`config.mk`:
```
export PLATFORM = sky130hd
export DESIGN_NAME = ehb_encap_top
export DESIGN_NICKNAME = d
export VERILOG_FILES = /design/src/rtl/ehb_pkg.sv /design/src/rtl/ehb_port_table.sv /design/src/rtl/ehb_ipv4_hdr.sv /design/src/rtl/ehb_ident_ctr.sv /design/src/rtl/ehb_byte_tx.sv /design/src/rtl/ehb_encap_top.sv
export SDC_FILE = /design/constraint.sdc
export NUM_CORES = 1
export LEC_CHECK = 0
export ABC_AREA = 1
export BUFFER_PORTS_ARGS = -buffer_cell sky130_fd_sc_hd__buf_2
export CORE_AREA = 2 2 501 503
export DETAILED_ROUTE_END_ITERATION = 6
export DIE_AREA = 0 0 503 505
export PLACE_DENSITY = 0.35
export SYNTH_ARGS = -nofsm -noshare
export SYNTH_HDL_FRONTEND = slang
export SYNTH_SLANG_ARGS = --single-unit
```
`constraint.sdc`:
```
create_clock -name clk -period 24.2 [get_ports clk]
set_input_delay 4.84 -clock clk [delete_from_list [all_inputs] [get_ports clk]]
set_output_delay 4.84 -clock clk [all_outputs]
set_load 0.01 [all_outputs]
```
`src/rtl/ehb_pkg.sv`:
```
package ehb_pkg;

  localparam int unsigned MAC_W        = 48;
  localparam int unsigned IP_W         = 32;
  localparam int unsigned LID_W        = 16;
  localparam int unsigned TCI_W        = 16;
  localparam int unsigned LEN_W        = 16;
  localparam int unsigned KIND_W       = 4;

  localparam int unsigned ETH_BYTES    = 14;
  localparam int unsigned LID_BYTES    = 2;
  localparam int unsigned IP_HDR_BYTES = 20;
  localparam int unsigned IP_WORDS     = IP_HDR_BYTES / 2;
  localparam int unsigned MAX_HDR_BYTES = ETH_BYTES + IP_HDR_BYTES + LID_BYTES;
  localparam int unsigned HDR_W        = MAX_HDR_BYTES * 8;
  localparam int unsigned CNT_W        = $clog2(MAX_HDR_BYTES + 1);

  localparam logic [15:0] ETYPE_VLAN   = 16'h8100;
  localparam logic [15:0] ETYPE_IPV4   = 16'h0800;

  typedef enum logic [2:0] {
    SHP_DIRECT,
    SHP_TUNNEL,
    SHP_LEGACY,
    SHP_VLAN0,
    SHP_MULTI
  } shape_e;

  function automatic shape_e kind_to_shape(logic [KIND_W-1:0] kind);
    case (kind)
      4'd1:    return SHP_TUNNEL;
      4'd2:    return SHP_LEGACY;
      4'd3:    return SHP_VLAN0;
      4'd4:    return SHP_MULTI;
      default: return SHP_DIRECT;
    endcase
  endfunction

  function automatic logic [CNT_W-1:0] shape_bytes(shape_e shp);
    case (shp)
      SHP_TUNNEL: return CNT_W'(ETH_BYTES + IP_HDR_BYTES + LID_BYTES);
      SHP_LEGACY: return CNT_W'(ETH_BYTES);
      SHP_VLAN0:  return CNT_W'(ETH_BYTES + 4 + LID_BYTES);
      default:    return CNT_W'(ETH_BYTES + LID_BYTES);
    endcase
  endfunction

  // 16-bit add with end-around carry
  function automatic logic [15:0] oc_add(logic [15:0] a, logic [15:0] b);
    logic [16:0] s;
    s = {1'b0, a} + {1'b0, b};
    return s[15:0] + {15'd0, s[16]};
  endfunction

endpackage

```
`src/rtl/ehb_port_table.sv`:
```
module ehb_port_table #(
  parameter int unsigned ENTRY_W = 48,
  parameter int unsigned ENTRIES = 16,
  parameter int unsigned IDX_W   = 4
) (
  input  logic [ENTRIES*ENTRY_W-1:0] table_flat,
  input  logic [IDX_W-1:0]           idx,
  output logic [ENTRY_W-1:0]         entry
);

  logic [ENTRY_W-1:0] ent [ENTRIES];

  for (genvar g = 0; g < ENTRIES; g++) begin : g_unpack
    assign ent[g] = table_flat[g*ENTRY_W +: ENTRY_W];
  end

  if (ENTRIES >= (1 << IDX_W)) begin : g_full
    // every index value names an entry
    assign entry = ent[idx];
  end else begin : g_partial
    always_comb begin
      if (int'(idx) < ENTRIES) entry = ent[idx];
      else                     entry = '0;
    end
  end

endmodule

```
`src/rtl/ehb_ipv4_hdr.sv`:
```
module ehb_ipv4_hdr
  import ehb_pkg::*;
#(
  parameter logic [7:0]  TOS        = 8'h00,
  parameter logic [7:0]  TTL        = 8'd64,
  parameter logic [7:0]  PROTO      = 8'hFD,
  parameter logic [15:0] FLAGS_FRAG = 16'h4000
) (
  input  logic [LEN_W-1:0]        total_len,
  input  logic [15:0]             ident,
  input  logic [IP_W-1:0]         src_ip,
  input  logic [IP_W-1:0]         dst_ip,
  output logic [IP_HDR_BYTES*8-1:0] hdr
);

  localparam int unsigned CSUM_WORD = 5;
  localparam logic [7:0]  VER_IHL   = 8'h45;

  logic [15:0] w [IP_WORDS];
  logic [15:0] acc;
  logic [15:0] csum;

  always_comb begin
    w[0] = {VER_IHL, TOS};
    w[1] = total_len;
    w[2] = ident;
    w[3] = FLAGS_FRAG;
    w[4] = {TTL, PROTO};
    w[CSUM_WORD] = 16'h0000;
    w[6] = src_ip[31:16];
    w[7] = src_ip[15:0];
    w[8] = dst_ip[31:16];
    w[9] = dst_ip[15:0];
    acc = 16'h0000;
    for (int i = 0; i < IP_WORDS; i++) acc = oc_add(acc, w[i]);
    csum = ~acc;
    hdr = {w[0], w[1], w[2], w[3], w[4], csum, w[6], w[7], w[8], w[9]};
  end

endmodule

```
`src/rtl/ehb_ident_ctr.sv`:
```
module ehb_ident_ctr #(
  parameter int unsigned     W    = 16,
  parameter logic [W-1:0]    INIT = '0
) (
  input  logic         clk,
  input  logic         rst_n,
  input  logic         advance,
  output logic [W-1:0] value
);

  logic [W-1:0] value_q;

  always_ff @(posedge clk or negedge rst_n) begin
    if (!rst_n)       value_q <= INIT;
    else if (advance) value_q <= value_q + 1'b1;
  end

  assign value = value_q;

endmodule

```
`src/rtl/ehb_byte_tx.sv`:
```
module ehb_byte_tx #(
  parameter int unsigned BYTES = 36,
  parameter int unsigned CNT_W = 6
) (
  input  logic               clk,
  input  logic               rst_n,
  input  logic               load,
  input  logic [BYTES*8-1:0] load_data,
  input  logic [CNT_W-1:0]   load_len,
  input  logic               out_ready,
  output logic               out_valid,
  output logic [7:0]         out_data,
  output logic               out_last,
  output logic               busy
);

  localparam int unsigned W = BYTES * 8;

  logic [W-1:0]     sh_q;
  logic [CNT_W-1:0] cnt_q;

  always_ff @(posedge clk or negedge rst_n) begin
    if (!rst_n) begin
      sh_q  <= '0;
      cnt_q <= '0;
    end else if (load) begin
      sh_q  <= load_data;
      cnt_q <= load_len;
    end else if (out_valid && out_ready) begin
      sh_q  <= sh_q << 8;
      cnt_q <= cnt_q - 1'b1;
    end
  end

  assign out_valid = (cnt_q != '0);
  assign out_data  = sh_q[W-1 -: 8];
  assign out_last  = (cnt_q == CNT_W'(1));
  assign busy      = out_valid;

endmodule

```
`src/rtl/ehb_encap_top.sv`:
```
module ehb_encap_top
  import ehb_pkg::*;
#(
  parameter int unsigned NUM_PORTS  = 16,
  parameter int unsigned PORT_W     = 4,
  parameter int unsigned NUM_IFS    = 10,
  parameter logic [15:0] SUB_ETYPE  = 16'h88B5,
  parameter logic [7:0]  SUB_PROTO  = 8'hFD,
  parameter logic [7:0]  IP_TTL     = 8'd64,
  parameter logic [7:0]  IP_TOS     = 8'h00,
  parameter logic [15:0] FLAGS_FRAG = 16'h4000,
  parameter logic [15:0] IDENT_INIT = 16'h0000
) (
  input  logic                      clk,
  input  logic                      rst_n,
  input  logic                      req_valid,
  output logic                      req_ready,
  input  logic [3:0]                req_kind,
  input  logic [PORT_W-1:0]         req_port,
  input  logic [15:0]               req_link_id,
  input  logic [47:0]               req_dst_mac,
  input  logic [15:0]               req_tci,
  input  logic [31:0]               req_tun_dst,
  input  logic [47:0]               req_nh_mac,
  input  logic [15:0]               req_pay_len,
  input  logic [NUM_PORTS*48-1:0]   cfg_port_mac,
  input  logic [NUM_IFS*32-1:0]     cfg_if_ip,
  output logic                      out_valid,
  input  logic                      out_ready,
  output logic [7:0]                out_data,
  output logic                      out_last
);

  localparam logic [LEN_W-1:0] LEN_ADD = LEN_W'(IP_HDR_BYTES + LID_BYTES);
  localparam int unsigned DIRECT_W = (ETH_BYTES + LID_BYTES) * 8;
  localparam int unsigned LEGACY_W = ETH_BYTES * 8;
  localparam int unsigned VLAN0_W  = (ETH_BYTES + 4 + LID_BYTES) * 8;

  logic                       accept;
  logic                       busy;
  shape_e                     shape;
  logic [MAC_W-1:0]           port_mac;
  logic [IP_W-1:0]            tun_src;
  logic [15:0]                ident_val;
  logic [LEN_W-1:0]           tot_len;
  logic [IP_HDR_BYTES*8-1:0]  ip_hdr;
  logic [HDR_W-1:0]           hdr_vec;
  logic [CNT_W-1:0]           hdr_len;

  assign req_ready = !busy;
  assign accept    = req_valid && req_ready;
  assign shape     = kind_to_shape(req_kind);
  assign tot_len   = req_pay_len + LEN_ADD;

  ehb_port_table #(
    .ENTRY_W (MAC_W),
    .ENTRIES (NUM_PORTS),
    .IDX_W   (PORT_W)
  ) u_mac_tbl (
    .table_flat (cfg_port_mac),
    .idx        (req_port),
    .entry      (port_mac)
  );

  ehb_port_table #(
    .ENTRY_W (IP_W),
    .ENTRIES (NUM_IFS),
    .IDX_W   (PORT_W)
  ) u_ip_tbl (
    .table_flat (cfg_if_ip),
    .idx        (req_port),
    .entry      (tun_src)
  );

  ehb_ident_ctr #(
    .W    (16),
    .INIT (IDENT_INIT)
  ) u_ident (
    .clk     (clk),
    .rst_n   (rst_n),
    .advance (accept && (shape == SHP_TUNNEL)),
    .value   (ident_val)
  );

  ehb_ipv4_hdr #(
    .TOS        (IP_TOS),
    .TTL        (IP_TTL),
    .PROTO      (SUB_PROTO),
    .FLAGS_FRAG (FLAGS_FRAG)
  ) u_ip (
    .total_len (tot_len),
    .ident     (ident_val),
    .src_ip    (tun_src),
    .dst_ip    (req_tun_dst),
    .hdr       (ip_hdr)
  );

  // header image, byte 0 in the top bits
  always_comb begin
    hdr_vec = '0;
    hdr_len = shape_bytes(shape);
    case (shape)
      SHP_TUNNEL:
        hdr_vec = {req_dst_mac, port_mac, ETYPE_IPV4, ip_hdr, req_link_id};
      SHP_LEGACY:
        hdr_vec[HDR_W-1 -: LEGACY_W] = {req_nh_mac, port_mac, ETYPE_IPV4};
      SHP_VLAN0:
        hdr_vec[HDR_W-1 -: VLAN0_W] =
          {req_dst_mac, port_mac, ETYPE_VLAN, req_tci, SUB_ETYPE, req_link_id};
      SHP_MULTI:
        hdr_vec[HDR_W-1 -: DIRECT_W] = {req_nh_mac, port_mac, SUB_ETYPE, req_link_id};
      default:
        hdr_vec[HDR_W-1 -: DIRECT_W] = {req_dst_mac, port_mac, SUB_ETYPE, req_link_id};
    endcase
  end

  ehb_byte_tx #(
    .BYTES (MAX_HDR_BYTES),
    .CNT_W (CNT_W)
  ) u_tx (
    .clk       (clk),
    .rst_n     (rst_n),
    .load      (accept),
    .load_data (hdr_vec),
    .load_len  (hdr_len),
    .out_ready (out_ready),
    .out_valid (out_valid),
    .out_data  (out_data),
    .out_last  (out_last),
    .busy      (busy)
  );

endmodule

```
==> flow_metrics.env <==
export IMPL_outcome="finished, violations left"
export IMPL_violations="antenna rules"
export IMPL_syn_area_mm2=0.03031
export IMPL_syn_num_nets=6216
export IMPL_final_antenna_net_count=2
export IMPL_reg2reg_slack_ps=7080
export IMPL_overflow=0
export IMPL_drt_met1_wl_um=125900
export IMPL_power_density_mw_per_mm2=164.6
export IMPL_die_x_um=503
export IMPL_cts_tree="done"
export IMPL_hold_ws_ps=471.3
export IMPL_cts_root_buffer="clkbuf_16"
export IMPL_port_buffers=1286
export IMPL_yosys_area_top_type="dfrtp_1"
export IMPL_max_cap_viol_count=0
export IMPL_reg2regPathDepth=126
export IMPL_r2r_start="u_ident.value[0]"
export IMPL_fin_crit_sh_pct=95.88
export IMPL_grt_max_degree=149
export IMPL_worst_pin_slew_ps=1243
export IMPL_holdCritPathClass="register to register"
export IMPL_core_area_mm2=0.2482
export IMPL_dr_pass1_iters=6
export IMPL_fin_setup_tns_ps=0
export IMPL_hpwl_um=272000
export IMPL_synth_top_area_share_pct=25.59
export IMPL_r2r_end="u_tx.sh_q[93]"
export IMPL_min_to="u_tx.sh_q[234]"
export IMPL_finalSetupViolCount=0
export IMPL_cts_sinks=310
export IMPL_hold_viol_final=0
export IMPL_area_delta_synth_final_pct=54.23
export IMPL_cts_max_level=2
export IMPL_met2_length_um=150600
export IMPL_slew_headroom_pct=16.24
export IMPL_drive_gt1_share_pct=33.33
export IMPL_start_kind="input pin"
export IMPL_met3_length_um=22830
export IMPL_cts_buffers=46
export IMPL_leakagePower_nw=21.67
export IMPL_cp_data_arrival_time_ps=23770
export IMPL_drt_iter0_markers=4277
export IMPL_clkTransAtPathRegs_ps=60
export IMPL_yosysUniqueCellTypes=53
export IMPL_vias=43940
export IMPL_layout_setup_ws_ps=995.9
export IMPL_ys_ff_latch=310
export IMPL_fmax_mhz=43.10
export IMPL_synth_avg_cell_area_um2=6.285
export IMPL_clk_latency_ps=660
export IMPL_fp_dieH_um=505
export IMPL_grt_pass1_vias=42000
export IMPL_rsz0062_at_grt="true"
export IMPL_io_pins=1287
export IMPL_required_ps=24760
export IMPL_routed_wl_um=317200
export IMPL_min_from="u_tx.sh_q[234]"
export IMPL_synthFlopType="dfrtp_1"
export IMPL_power_mw=7.698
export IMPL_yosys_top_cells_area="dfrtp_1 (26%), nand2_1 (13%), o21ai_0 (12%)"
export IMPL_async_reset_ff_share_pct=100.0
export IMPL_final_cells=9979
export IMPL_viasPerCell=4.403
export IMPL_wl_per_cell_um=31.79
export IMPL_nFillCells=29130
export IMPL_crit_path_max_incr_delay_ps=320
export IMPL_gp_congestion=1.039
export IMPL_seq_area_frac_synth_pct=25.59
export IMPL_final_min_clock_period_ps=23200
export IMPL_fp_dieArea_mm2=0.2540
export IMPL_start_util_pct=12.21
export IMPL_ys_warn_count=0
export IMPL_crit_type="input pin to register"
export IMPL_track_usage_pct=23.87
export IMPL_worstSetupEndpointType="register"
export IMPL_num_rows=183
export IMPL_syn_inst=4823
export IMPL_fin_skew_ps=41.80
export IMPL_cts_hold_buffers=0
export IMPL_grt_pass1_wl_um=404400
export IMPL_place_inst=9568
export IMPL_fin_nets=7713
export IMPL_final_max_slew_viol_count=0
export IMPL_crit_path_top_delay_cell="nor4_4"
export IMPL_antenna_found_initial=261
export IMPL_path_common_cell="nand2_2"
export IMPL_top_layer_used="met5"
export IMPL_cp_max_fo=4
export IMPL_hold_depth=2
export IMPL_max_vdd_ir_drop_mv=0.2092
export IMPL_drc_errors=0
export IMPL_clockBufferDepth=3
export IMPL_place_ws_ps=-1638
export IMPL_synth_edff_count=0
power breakdown:
part,internal [mW],switching (mW)
Combinational,2.89,3.26
Sequential,0.727,0.138
Clock,0.394,0.293
Total,4.01,3.69
sequential cells by signal, indices dropped and copies added (netlist names):
signal and cells:
u_tx.sh_q 288, u_ident.value 16, u_tx.cnt_q 6
critical path, delay by kind of cell:
family	cells	cell delay (ps)
XOR/XNOR	6	900
AND/OR/NAND/NOR	78	8750
AO/OA/AOI/OAI	26	3570
adder cells (fa/ha/maj)	20	4190
buffers and inverters	16	1510
area by class of cell:
class | instances | area (um^2) | area share, %
multi-input cells | 3786 | 20720 | 44.33
repair buffers | 1791 | 10380 | 22.21
flip-flops and latches | 310 | 7757 | 16.59
well taps | 3330 | 4167 | 8.911
inverters | 385 | 1489 | 3.185
clock buffers | 64 | 1319 | 2.821
diodes | 294 | 735.7 | 1.574
clock inverters | 19 | 178.9 | 0.3827
cell usage in the layout (no fill, tap or decap), types with 8 or more instances in the layout:
master and n:
buf_2 1279, nand2_1 1029, o21ai_0 705, nor2_1 547
buf_4 495, inv_1 351, dfrtp_1 310, a21oi_1 301
diode_2 294, nand3_1 254, xor2_1 109, o221ai_1 107
o22ai_1 90, ha_1 84, nand4_1 81, a311oi_1 53
nand2_2 49, clkbuf_16 46, xnor2_1 41, nor2_2 36
a22oi_1 35, a31oi_1 28, nand3_2 22, inv_2 22
ha_4 20, nor2_4 17, mux2i_1 17, o211ai_1 16
nor3_1 11, a21oi_2 11, clkbuf_8 11, nand3b_1 10
inv_6 8, o21bai_1 8, clkinv_2 8, a31o_2 8
ha_2 8, clkbuf_1 8
synthesized netlist by cell type, types with 9 or more instances:
| cell | number |
|---|---|
| nand2_1 | 1061 |
| o21ai_0 | 714 |
| nor2_1 | 579 |
| inv_1 | 369 |
| clkbuf_1 | 319 |
| a21oi_1 | 313 |
| dfrtp_1 | 310 |
| nand3_1 | 269 |
| ha_1 | 112 |
| xor2_1 | 110 |
| o221ai_1 | 108 |
| o22ai_1 | 90 |
| nand4_1 | 81 |
| a311oi_1 | 54 |
| xnor2_1 | 42 |
| a22oi_1 | 35 |
| a31oi_1 | 28 |
| nand2_2 | 25 |
| mux2i_1 | 17 |
| nor2_2 | 16 |
| nor3_1 | 16 |
| o211ai_1 | 16 |
| buf_1 | 15 |
| inv_2 | 12 |
| nand3b_1 | 10 |
| o21bai_1 | 10 |
| nand3_2 | 9 |
worst max-delay path by stage:
stage | start | endpoint | slack [ps] | depth (start not counted)
2_1_floorplan | req_pay_len[1] | u_tx.sh_q[95] | 720 | 146
3_3_place_gp | req_pay_len[2] | u_tx.sh_q[95] | -1650 | 148
3_5_place_dp | req_pay_len[2] | u_tx.sh_q[93] | -1640 | 146
4_1_cts | req_pay_len[2] | u_tx.sh_q[94] | 1 | 149
5_1_grt | req_pay_len[2] | u_tx.sh_q[94] | -510 | 150
6_report | req_pay_len[2] | u_tx.sh_q[93] | 1000 | 146
logic make-up (layout without fill, tap and decap cells):
family          count (synthesis)  in the layout  share of synthesized area [%]
mux                            17             17                         0.5613
buf+inv                       727           2259                          9.105
compound gates               1410           1410                          26.72
flops                         310            310                          25.59
other cells                     0            294                              0
fa+ha+maj                     117            117                          4.953
simple gates                 2090           2090                          28.68
xor+xnor                      152            152                          4.392
per-stage QoR:
step / area, um^2 / util, %
after floorplan: 30310 / -
after detailed placement: 43370 / 17.47
after CTS: 44960 / 18.11
after global routing: 46490 / 18.73
final: 46750 / 18.84
after global placement: 43370 / 17.47
what timing repair did:
action                                  4_1_cts  5_1_grt
cloned                                        0        0
buffers inserted                              0       35
endpoints found under the setup margin       16       16
hold endpoints to repair                      0        0
pin swaps                                     6      150
gates resized for setup                      25      192
metal layers:
| layer | track usage (%) | vias up |
|---|---|---|
| met4 | 10.29 | 70 |
| met5 | 0 | - |
| li1 | - | 19760 |
| met3 | 5.001 | 520 |
| met2 | 40.75 | 2064 |
| met1 | 28.67 | 21520 |
Note: power is estimated with default switching activity, not from simulation.
